File: config.mk
export PLATFORM = sky130hd
export DESIGN_NAME = flashNvc
export DESIGN_NICKNAME = d
export VERILOG_FILES = /design/src/rtl/flashPkg.sv /design/src/rtl/flashCtrl.sv /design/src/rtl/flashData.sv /design/src/rtl/flashNvc.sv
export SDC_FILE = /design/constraint.sdc
export NUM_CORES = 2
export LEC_CHECK = 0
export BUFFER_PORTS_ARGS = -buffer_cell sky130_fd_sc_hd__clkbuf_2
export CAP_MARGIN = 5
export CORE_UTILIZATION = 50
export CTS_CLUSTER_SIZE = 24
export DETAILED_ROUTE_END_ITERATION = 16
export PLACE_DENSITY = 0.69
export SYNTH_ARGS = -nofsm -noshare
export SYNTH_HDL_FRONTEND = slang
export SYNTH_SLANG_ARGS = --single-unit
File: constraint.sdc
create_clock -name clk -period 5.3 [get_ports clk]
set_clock_uncertainty 0.1 [all_clocks]
set_input_delay 0.265 -clock clk [delete_from_list [all_inputs] [get_ports clk]]
set_output_delay 0.265 -clock clk [all_outputs]
set_load 0.01 [all_outputs]
File: src/rtl/flashPkg.sv
package flashPkg;
  localparam int ADDR_W = 12;
  localparam int DATA_W = 32;
  localparam int IDX_W  = 8;
  localparam int TIME_W = 16;

  localparam logic [ADDR_W-1:0] A_READY      = 12'h400;
  localparam logic [ADDR_W-1:0] A_CONFIG     = 12'h504;
  localparam logic [ADDR_W-1:0] A_ERASE_PG   = 12'h508;
  localparam logic [ADDR_W-1:0] A_ERASE_ALL  = 12'h50C;
  localparam logic [ADDR_W-1:0] A_ERASE_ALT  = 12'h510;
  localparam logic [ADDR_W-1:0] A_ERASE_USR  = 12'h514;
  localparam logic [ADDR_W-1:0] A_SLICE_GO   = 12'h518;
  localparam logic [ADDR_W-1:0] A_SLICE_LEN  = 12'h51C;
  localparam logic [ADDR_W-1:0] A_COUNT_BASE = 12'h600;
  localparam logic [ADDR_W-1:0] A_USER_BASE  = 12'h100;

  localparam logic [1:0] MODE_STORE = 2'd1;
  localparam logic [1:0] MODE_ERASE = 2'd2;

  typedef enum logic [2:0] {
    OP_NONE, OP_WRITE, OP_UWRITE, OP_PAGE, OP_ALL, OP_UERASE, OP_SLICE
  } opKind_e;

  typedef struct packed {
    logic              fire;
    opKind_e           op;
    logic [IDX_W-1:0]  idx;
    logic [DATA_W-1:0] data;
    logic [TIME_W-1:0] dur;
  } strobe_t;
endpackage

File: src/rtl/flashCtrl.sv
module flashCtrl
  import flashPkg::*;
#(
  parameter int PAGES   = 4,
  parameter int T_WRITE = 3,
  parameter int T_PAGE  = 20,
  parameter int T_ALL   = 30
) (
  input  logic              clk,
  input  logic              rstN,
  input  logic              busValid,
  input  logic              busWe,
  input  logic [ADDR_W-1:0] busAddr,
  input  logic [DATA_W-1:0] busWdata,
  input  logic              codeHit,
  input  logic              userHit,
  input  logic [IDX_W-1:0]  hitIdx,
  input  logic              uFull,
  output strobe_t           strb,
  output logic              busy,
  output logic [1:0]        cfgMode,
  output logic [TIME_W-1:0] sliceLen
);
  logic              accept;
  logic              pageOk;
  opKind_e           launchOp;
  logic [IDX_W-1:0]  launchIdx;
  logic [TIME_W-1:0] launchDur;
  logic [TIME_W-1:0] timer;
  opKind_e           curOp;
  logic [IDX_W-1:0]  curIdx;
  logic [DATA_W-1:0] curData;
  logic [TIME_W-1:0] curDur;

  assign accept = busValid && busWe && !busy;
  assign pageOk = busWdata < DATA_W'(PAGES);

  always_comb begin
    launchOp  = OP_NONE;
    launchIdx = '0;
    launchDur = '0;
    if (accept) begin
      if (codeHit && cfgMode == MODE_STORE) begin
        launchOp = OP_WRITE; launchIdx = hitIdx; launchDur = TIME_W'(T_WRITE);
      end else if (userHit && cfgMode == MODE_STORE && !uFull) begin
        launchOp = OP_UWRITE; launchIdx = hitIdx; launchDur = TIME_W'(T_WRITE);
      end else if (cfgMode == MODE_ERASE) begin
        if ((busAddr == A_ERASE_PG || busAddr == A_ERASE_ALT) && pageOk) begin
          launchOp = OP_PAGE; launchIdx = IDX_W'(busWdata); launchDur = TIME_W'(T_PAGE);
        end else if (busAddr == A_ERASE_ALL) begin
          launchOp = OP_ALL; launchDur = TIME_W'(T_ALL);
        end else if (busAddr == A_ERASE_USR) begin
          launchOp = OP_UERASE; launchDur = TIME_W'(T_PAGE);
        end else if (busAddr == A_SLICE_GO && pageOk) begin
          launchOp  = OP_SLICE; launchIdx = IDX_W'(busWdata);
          launchDur = (sliceLen == '0) ? TIME_W'(1) : sliceLen;
        end
      end
    end
  end

  always_ff @(posedge clk or negedge rstN) begin
    if (!rstN) begin
      busy     <= 1'b0;
      timer    <= '0;
      curOp    <= OP_NONE;
      curIdx   <= '0;
      curData  <= '0;
      curDur   <= '0;
      cfgMode  <= '0;
      sliceLen <= '0;
    end else begin
      if (accept && busAddr == A_CONFIG)    cfgMode  <= busWdata[1:0];
      if (accept && busAddr == A_SLICE_LEN) sliceLen <= busWdata[TIME_W-1:0];
      if (launchOp != OP_NONE) begin
        busy    <= 1'b1;
        timer   <= launchDur - TIME_W'(1);
        curOp   <= launchOp;
        curIdx  <= launchIdx;
        curData <= busWdata;
        curDur  <= launchDur;
      end else if (busy) begin
        if (timer == '0) busy <= 1'b0;
        else             timer <= timer - TIME_W'(1);
      end
    end
  end

  always_comb begin
    strb.fire = busy && (timer == '0);
    strb.op   = curOp;
    strb.idx  = curIdx;
    strb.data = curData;
    strb.dur  = curDur;
  end

  p_fire_ends_r1: assert property (@(posedge clk) disable iff (!rstN)
    strb.fire |=> !busy);
  p_hold_op_r2: assert property (@(posedge clk) disable iff (!rstN)
    (busy && !strb.fire) |=> (busy && $stable(curOp) && $stable(curIdx) && $stable(curData)));
  p_store_mode_r3: assert property (@(posedge clk) disable iff (!rstN)
    ($rose(busy) && (curOp == OP_WRITE || curOp == OP_UWRITE)) |-> ($past(cfgMode) == MODE_STORE));
  p_store_limit_r4: assert property (@(posedge clk) disable iff (!rstN)
    ($rose(busy) && curOp == OP_UWRITE) |-> !$past(uFull));
  p_erase_mode_r5: assert property (@(posedge clk) disable iff (!rstN)
    ($rose(busy) && (curOp == OP_PAGE || curOp == OP_ALL || curOp == OP_UERASE || curOp == OP_SLICE))
      |-> ($past(cfgMode) == MODE_ERASE));
  p_slice_index_r11: assert property (@(posedge clk) disable iff (!rstN)
    ($rose(busy) && curOp == OP_SLICE) |-> (curIdx < IDX_W'(PAGES)));
endmodule

File: src/rtl/flashData.sv
module flashData
  import flashPkg::*;
#(
  parameter int PAGES       = 4,
  parameter int PAGE_WORDS  = 4,
  parameter int USER_WORDS  = 4,
  parameter int T_PAGE      = 20,
  parameter int MAX_UWRITES = 2
) (
  input  logic              clk,
  input  logic              rstN,
  input  strobe_t           strb,
  input  logic              busy,
  input  logic [1:0]        cfgMode,
  input  logic [TIME_W-1:0] sliceLen,
  input  logic              busValid,
  input  logic              busWe,
  input  logic [ADDR_W-1:0] busAddr,
  output logic              codeHit,
  output logic              userHit,
  output logic [IDX_W-1:0]  hitIdx,
  output logic              uFull,
  output logic [DATA_W-1:0] busRdata,
  output logic              busErr
);
  localparam int CODE_WORDS = PAGES * PAGE_WORDS;
  localparam int CW_IDX = (CODE_WORDS > 1) ? $clog2(CODE_WORDS) : 1;
  localparam int UW_IDX = (USER_WORDS > 1) ? $clog2(USER_WORDS) : 1;
  localparam int PG_IDX = (PAGES > 1) ? $clog2(PAGES) : 1;
  localparam int UC_W   = $clog2(MAX_UWRITES + 1);
  localparam int CNT_W  = 16;
  localparam int ACC_W  = TIME_W + 1;

  logic [DATA_W-1:0] codeMem [CODE_WORDS];
  logic [DATA_W-1:0] userMem [USER_WORDS];
  logic [ACC_W-1:0]  accum   [PAGES];
  logic [CNT_W-1:0]  cycles  [PAGES];
  logic [PAGES-1:0]  undef;
  logic [UC_W-1:0]   uCount;

  logic [ADDR_W-1:0] userOff, cntOff;
  logic              cntHit;
  logic [PG_IDX-1:0] opPage, rdPage;
  logic [ACC_W-1:0]  sliceSum;
  logic              unusedBits;

  assign userOff = busAddr - A_USER_BASE;
  assign cntOff  = busAddr - A_COUNT_BASE;
  assign codeHit = busAddr < ADDR_W'(CODE_WORDS * 4);
  assign userHit = (busAddr >= A_USER_BASE) && (userOff < ADDR_W'(USER_WORDS * 4));
  assign cntHit  = (busAddr >= A_COUNT_BASE) && (cntOff < ADDR_W'(PAGES * 4));
  assign hitIdx  = userHit ? IDX_W'(userOff >> 2) : IDX_W'(busAddr >> 2);
  assign uFull   = uCount >= UC_W'(MAX_UWRITES);
  assign opPage  = strb.idx[PG_IDX-1:0];
  assign rdPage  = PG_IDX'(int'(hitIdx[CW_IDX-1:0]) / PAGE_WORDS);
  assign sliceSum = accum[opPage] + ACC_W'(strb.dur);
  assign unusedBits = ^{strb.idx, userOff[1:0], cntOff[1:0]};

  always_ff @(posedge clk or negedge rstN) begin
    if (!rstN) begin
      for (int i = 0; i < CODE_WORDS; i++) codeMem[i] <= '1;
      for (int i = 0; i < USER_WORDS; i++) userMem[i] <= '1;
      for (int p = 0; p < PAGES; p++) begin accum[p] <= '0; cycles[p] <= '0; end
      undef  <= '0;
      uCount <= '0;
    end else if (strb.fire) begin
      case (strb.op)
        OP_WRITE: codeMem[strb.idx[CW_IDX-1:0]] <= codeMem[strb.idx[CW_IDX-1:0]] & strb.data;
        OP_UWRITE: begin
          userMem[strb.idx[UW_IDX-1:0]] <= userMem[strb.idx[UW_IDX-1:0]] & strb.data;
          uCount <= uCount + UC_W'(1);
        end
        OP_PAGE: begin
          for (int i = 0; i < CODE_WORDS; i++)
            if (i / PAGE_WORDS == int'(opPage)) codeMem[i] <= '1;
          accum[opPage] <= '0;
          undef[opPage] <= 1'b0;
        end
        OP_ALL: begin
          for (int i = 0; i < CODE_WORDS; i++) codeMem[i] <= '1;
          for (int i = 0; i < USER_WORDS; i++) userMem[i] <= '1;
          for (int p = 0; p < PAGES; p++) accum[p] <= '0;
          undef  <= '0;
          uCount <= '0;
        end
        OP_UERASE: begin
          for (int i = 0; i < USER_WORDS; i++) userMem[i] <= '1;
          uCount <= '0;
        end
        OP_SLICE: begin
          if (sliceSum >= ACC_W'(T_PAGE)) begin
            for (int i = 0; i < CODE_WORDS; i++)
              if (i / PAGE_WORDS == int'(opPage)) codeMem[i] <= '1;
            accum[opPage]  <= '0;
            cycles[opPage] <= cycles[opPage] + CNT_W'(1);
            undef[opPage]  <= 1'b0;
          end else begin
            accum[opPage] <= sliceSum;
            undef[opPage] <= 1'b1;
          end
        end
        default: ;
      endcase
    end
  end

  always_comb begin
    busRdata = '0;
    busErr   = 1'b0;
    if (busValid && !busWe) begin
      if (busAddr == A_READY)          busRdata = DATA_W'(!busy);
      else if (busAddr == A_CONFIG)    busRdata = DATA_W'(cfgMode);
      else if (busAddr == A_SLICE_LEN) busRdata = DATA_W'(sliceLen);
      else if (codeHit) begin
        if (undef[rdPage]) busErr   = 1'b1;
        else               busRdata = codeMem[hitIdx[CW_IDX-1:0]];
      end
      else if (userHit) busRdata = userMem[hitIdx[UW_IDX-1:0]];
      else if (cntHit)  busRdata = DATA_W'(cycles[PG_IDX'(cntOff >> 2)]);
    end
  end

  p_store_count_r4: assert property (@(posedge clk) disable iff (!rstN)
    uCount <= UC_W'(MAX_UWRITES));
  p_all_ones_r7: assert property (@(posedge clk) disable iff (!rstN)
    (strb.fire && strb.op == OP_ALL) |=> (codeMem[0] == '1 && userMem[0] == '1 && undef == '0));

  for (genvar p = 0; p < PAGES; p++) begin : g_pageChk
    p_total_below_r10: assert property (@(posedge clk) disable iff (!rstN)
      accum[p] < ACC_W'(T_PAGE));
    p_undef_pending_r9: assert property (@(posedge clk) disable iff (!rstN)
      undef[p] |-> (accum[p] != '0));
    p_count_step_r10: assert property (@(posedge clk) disable iff (!rstN)
      (cycles[p] != $past(cycles[p])) |-> (cycles[p] == $past(cycles[p]) + CNT_W'(1)));
  end
endmodule

File: src/rtl/flashNvc.sv
module flashNvc
  import flashPkg::*;
#(
  parameter int PAGES       = 4,
  parameter int PAGE_WORDS  = 4,
  parameter int USER_WORDS  = 4,
  parameter int T_WRITE     = 3,
  parameter int T_PAGE      = 20,
  parameter int T_ALL       = 30,
  parameter int MAX_UWRITES = 2
) (
  input  logic        clk,
  input  logic        rstN,
  input  logic        busValid,
  input  logic        busWe,
  input  logic [11:0] busAddr,
  input  logic [31:0] busWdata,
  output logic [31:0] busRdata,
  output logic        busErr,
  output logic        stall
);
  strobe_t           strb;
  logic              busy, codeHit, userHit, uFull;
  logic [IDX_W-1:0]  hitIdx;
  logic [1:0]        cfgMode;
  logic [TIME_W-1:0] sliceLen;

  flashCtrl #(.PAGES(PAGES), .T_WRITE(T_WRITE), .T_PAGE(T_PAGE), .T_ALL(T_ALL)) i_ctrl (
    .clk(clk), .rstN(rstN), .busValid(busValid), .busWe(busWe), .busAddr(busAddr),
    .busWdata(busWdata), .codeHit(codeHit), .userHit(userHit), .hitIdx(hitIdx),
    .uFull(uFull), .strb(strb), .busy(busy), .cfgMode(cfgMode), .sliceLen(sliceLen));

  flashData #(.PAGES(PAGES), .PAGE_WORDS(PAGE_WORDS), .USER_WORDS(USER_WORDS),
              .T_PAGE(T_PAGE), .MAX_UWRITES(MAX_UWRITES)) i_data (
    .clk(clk), .rstN(rstN), .strb(strb), .busy(busy), .cfgMode(cfgMode),
    .sliceLen(sliceLen), .busValid(busValid), .busWe(busWe), .busAddr(busAddr),
    .codeHit(codeHit), .userHit(userHit), .hitIdx(hitIdx), .uFull(uFull),
    .busRdata(busRdata), .busErr(busErr));

  assign stall = busy;
endmodule

==> results by group <==
Status
  • Status: complete, no violations

Clock network
  • CTS root buf: clkbuf_16
  • CTS tree: done
  • Clock Pin Slew Worst Setup and Hold Paths: 0.06 ns
  • Clk buf depth: 3
  • Clk sinks: 868
  • Clk_lat worst skew: 0.67 ns
  • Post-CTS sizing: 0
  • Num CTS Buffers: 92
  • Hold buffers post-CTS: 33
  • Postcts setup bufs: 0
  • H-tree Lvls: 3

Placement
  • Setup WS pre-CTS: 0.392 ns
  • Hpwl dp: 76500 um
  • Port bufs: 81
  • Gpl congestion: 0.904

Global routing
  • Antenna violations before repair: 1
  • GRT Total Usage: 26.8%
  • Remaining Overflow, GRT: 0
  • Largest net degree at the start of global routing: 173
  • Vias in the first global route: 31.0k
  • First-pass GRT wire length: 193000 um

Synthesis
  • Post-synth top area cell: dfstp_2
  • Synth Flop Type: dfstp_2
  • Part of the Yosys area used for sequential elements: 48.5%
  • Cell variety after synth: 78
  • Post-Synth Simple-Gate Area: 7.09%
  • Mux cell area share after synthesis: 35.6%
  • Xor-xnor portion of the synthesized cell area: 0.509%
  • Post-Synthesis Cells: 3365
  • Commonest cells post-synth: 640 x dfstp_2, 564 x mux2_2, 433 x mux4_2, 431 x nand2_1, 228 x dfrtp_1
  • Count leader, synth: dfstp_2
  • Synth Register Bits: 868
  • Synth Cell Area: 46500 um^2
  • Compound-gate portion of the synthesized area: 5.23%
  • Synth Area in Adders: 0.636%
  • Combinational family with the most area after synthesis: multiplexers
  • Syn_nets: 3436
  • Share of the synthesized area in the top cell type: 36.2%
  • Synth top area cells: dfstp_2 36%, mux4_2 21%, mux2_2 14%
  • Number of synthesized flops with an enable pin: 0
  • Warning count from the yosys run: 0
  • Avg Inst Size Synth: 13.8 um^2
  • Post-synth ARST share: 100%

STA
  • TNS Setup: 0 ns
  • Worst setup margin: 0.362 ns
  • Max-slew violations: 0
  • Fin. Hold Viols: 0
  • Final setup viols: 0
  • Final Cycle Share: 93.2%
  • Worst slew pin tran: 1.09 ns
  • RSZ-0062 raised after global routing: no
  • Relative slew slack: 27.4%
  • Final hold slack: 0.109 ns
  • Tmin final: 4.94 ns
  • Max Clk Rate: 0.202 GHz

Finish
  • Total Nets Final: 3462
  • Final Core Density: 56.5%
  • Area growth syn-to-layout: 11.7%
  • Layout cells sized above 1: 57.9%

Floorplanning
  • Die width: 307 um
  • Row count: 111
  • Area of the die: 94100 um^2
  • Core footprint: 91800 um^2
  • Initial Util: 50.6%
  • Die Ht: 307 um
  • I/O Pins: 82

Power and ir drop
  • Worst IR drop on VDD: 0.247 mV
  • Power Density: 265 nW/um^2
  • Clock Power Share: 48.4%
  • Sw power: 3.06 mW
  • Total chip power: 13.7 mW
  • LEAKAGE: 20.3 nW
  • Sw Share: 22.3%
  • Internal: 10.7 mW
  • Gate power share: 3.1%
  • Register share of total power: 48.5%

Critical path
  • Worst reg2reg path startpoint: i_ctrl.curIdx[0]
  • CP Launch Type: register
  • Crit path arrival time: 5.43 ns
  • Flop2flop setup slack: 0.36 ns
  • Critical Path Sink Type: register
  • Worst path required time: 5.79 ns
  • Crit-path max FO: 21
  • Worst setup startpoint: i_ctrl.curIdx[0]
  • Critical Setup Path Class: register to register

Route
  • Vias per inst: 6.36
  • Routed len/inst: 26.2 um
  • Initial DRT Pass Iterations: 8
  • Vias: 30.0k
  • Post-Route WL: 124000 um
  • Routed Antenna Nets: 0
  • DRC violations left: 0
  • DR iter-0 viols: 2771

Min path
  • HP Start: busAddr[3]
  • Worst hold-check path type: input port to register

Job
  • Max_cap viols: 0
## critical path, cell delays in order, from the launching register on
cell and delay, ns:
dfrtp_4 0.42, buf_4 0.19, mux4_2 0.55, fa_1 0.41, a21o_1 0.18, a21oi_1 0.33, o211ai_1 0.17, nand2_1 0.11
o211ai_1 0.10, a21oi_1 0.18, mux2i_1 0.28, nor3b_2 0.10, buf_12 0.17, nor2_4 0.77, buf_4 0.38, mux2_2 0.37
## registers in the layout, summed over array words and instances (netlist names), 4 cells and up
name and count:
i_data.codeMem 512, i_ctrl.sliceLen 16, i_ctrl.curIdx 4, i_ctrl.timer 16, i_data.accum 68, i_ctrl.curData 32
i_ctrl.curDur 16, i_data.cycles 64, i_data.undef 4, i_data.userMem 128
## layer usage
layer	vias to the layer above	track usage, %	part of all wire [%]
li1	12755	-	-
met1	15900	38.3	43
met2	1073	42.4	48
met3	224	4.11	6.4
met4	0	8.35	3.0
met5	-	0	0
## final timing paths
check | endpoint | depth (start not counted)
worst max-delay path | i_data.codeMem[108] | 15
worst min-delay path | i_ctrl.curIdx[1] | 3
worst max register to register | i_data.codeMem[108] | 15
worst min register to register | i_data.undef[0] | 2
max in group asynchronous | i_data.codeMem[460] | 3
min in group asynchronous | i_ctrl.curData[18] | 2
## stage by stage
| stage | std cells | instance area (um^2) |
|---|---|---|
| finish | 4710 | 51900 |
| global route | 4710 | 51900 |
| CTS | 4709 | 51900 |
| detailed placement | 4507 | 48500 |
| global placement | 4507 | 48500 |
| floorplan | 3365 | 46500 |
## cells by family after synthesis
| family | after synthesis |
|---|---|
| AOI/OAI and AO/OA | 409 |
| adders and majority gates | 23 |
| DFF | 868 |
| muxes | 1036 |
| buffers and inverters | 280 |
| xor gates and xnor gates | 27 |
| and+or+nand+nor | 722 |
## placed cells by master, fill, tap and decap left out, drive strengths merged, types with 5 or more instances in the layout
cell	count
clkinv	22
a21oi	65
and2	59
nor2b	7
mux4	433
inv	24
a21o	7
a31oi	17
bufinv	7
nor4	27
or2	5
nor3	18
dfrtp	228
nand2	431
mux2	599
nand2b	14
o211ai	15
a22o	8
nand3	39
o21bai	6
a22oi	32
o21ai	218
clkbuf	210
nand4	11
and3	7
nor2	83
buf	83
o22ai	6
xnor2	19
dlygate4sd3	33
dfstp	640
ha	22
or3	6
xor2	8
## power by group through the flow
stage / registers (mW) / logic, mW / clock network, mW
after floorplan: 6.76 / 0.172 / 0
after global placement: 6.77 / 0.407 / 0
after CTS: 6.66 / 0.429 / 6.76
final: 6.66 / 0.423 / 6.66
after global routing: 6.66 / 0.462 / 7.02
after detailed placement: 6.77 / 0.409 / 0
## area by class of cell
type	instances	area [um^2]
Sequential cell	868	22500
Timing Repair Buffer	192	1590
Multi-Input combinational cell	2217	23000
Fill cell	7155	39900
Clock inverter	35	400
Clock buffer	134	2710
Tap cell	1243	1560
Inverter	20	75.1
Antenna cell	1	2.50
Note: power is estimated with default switching activity, not from simulation.
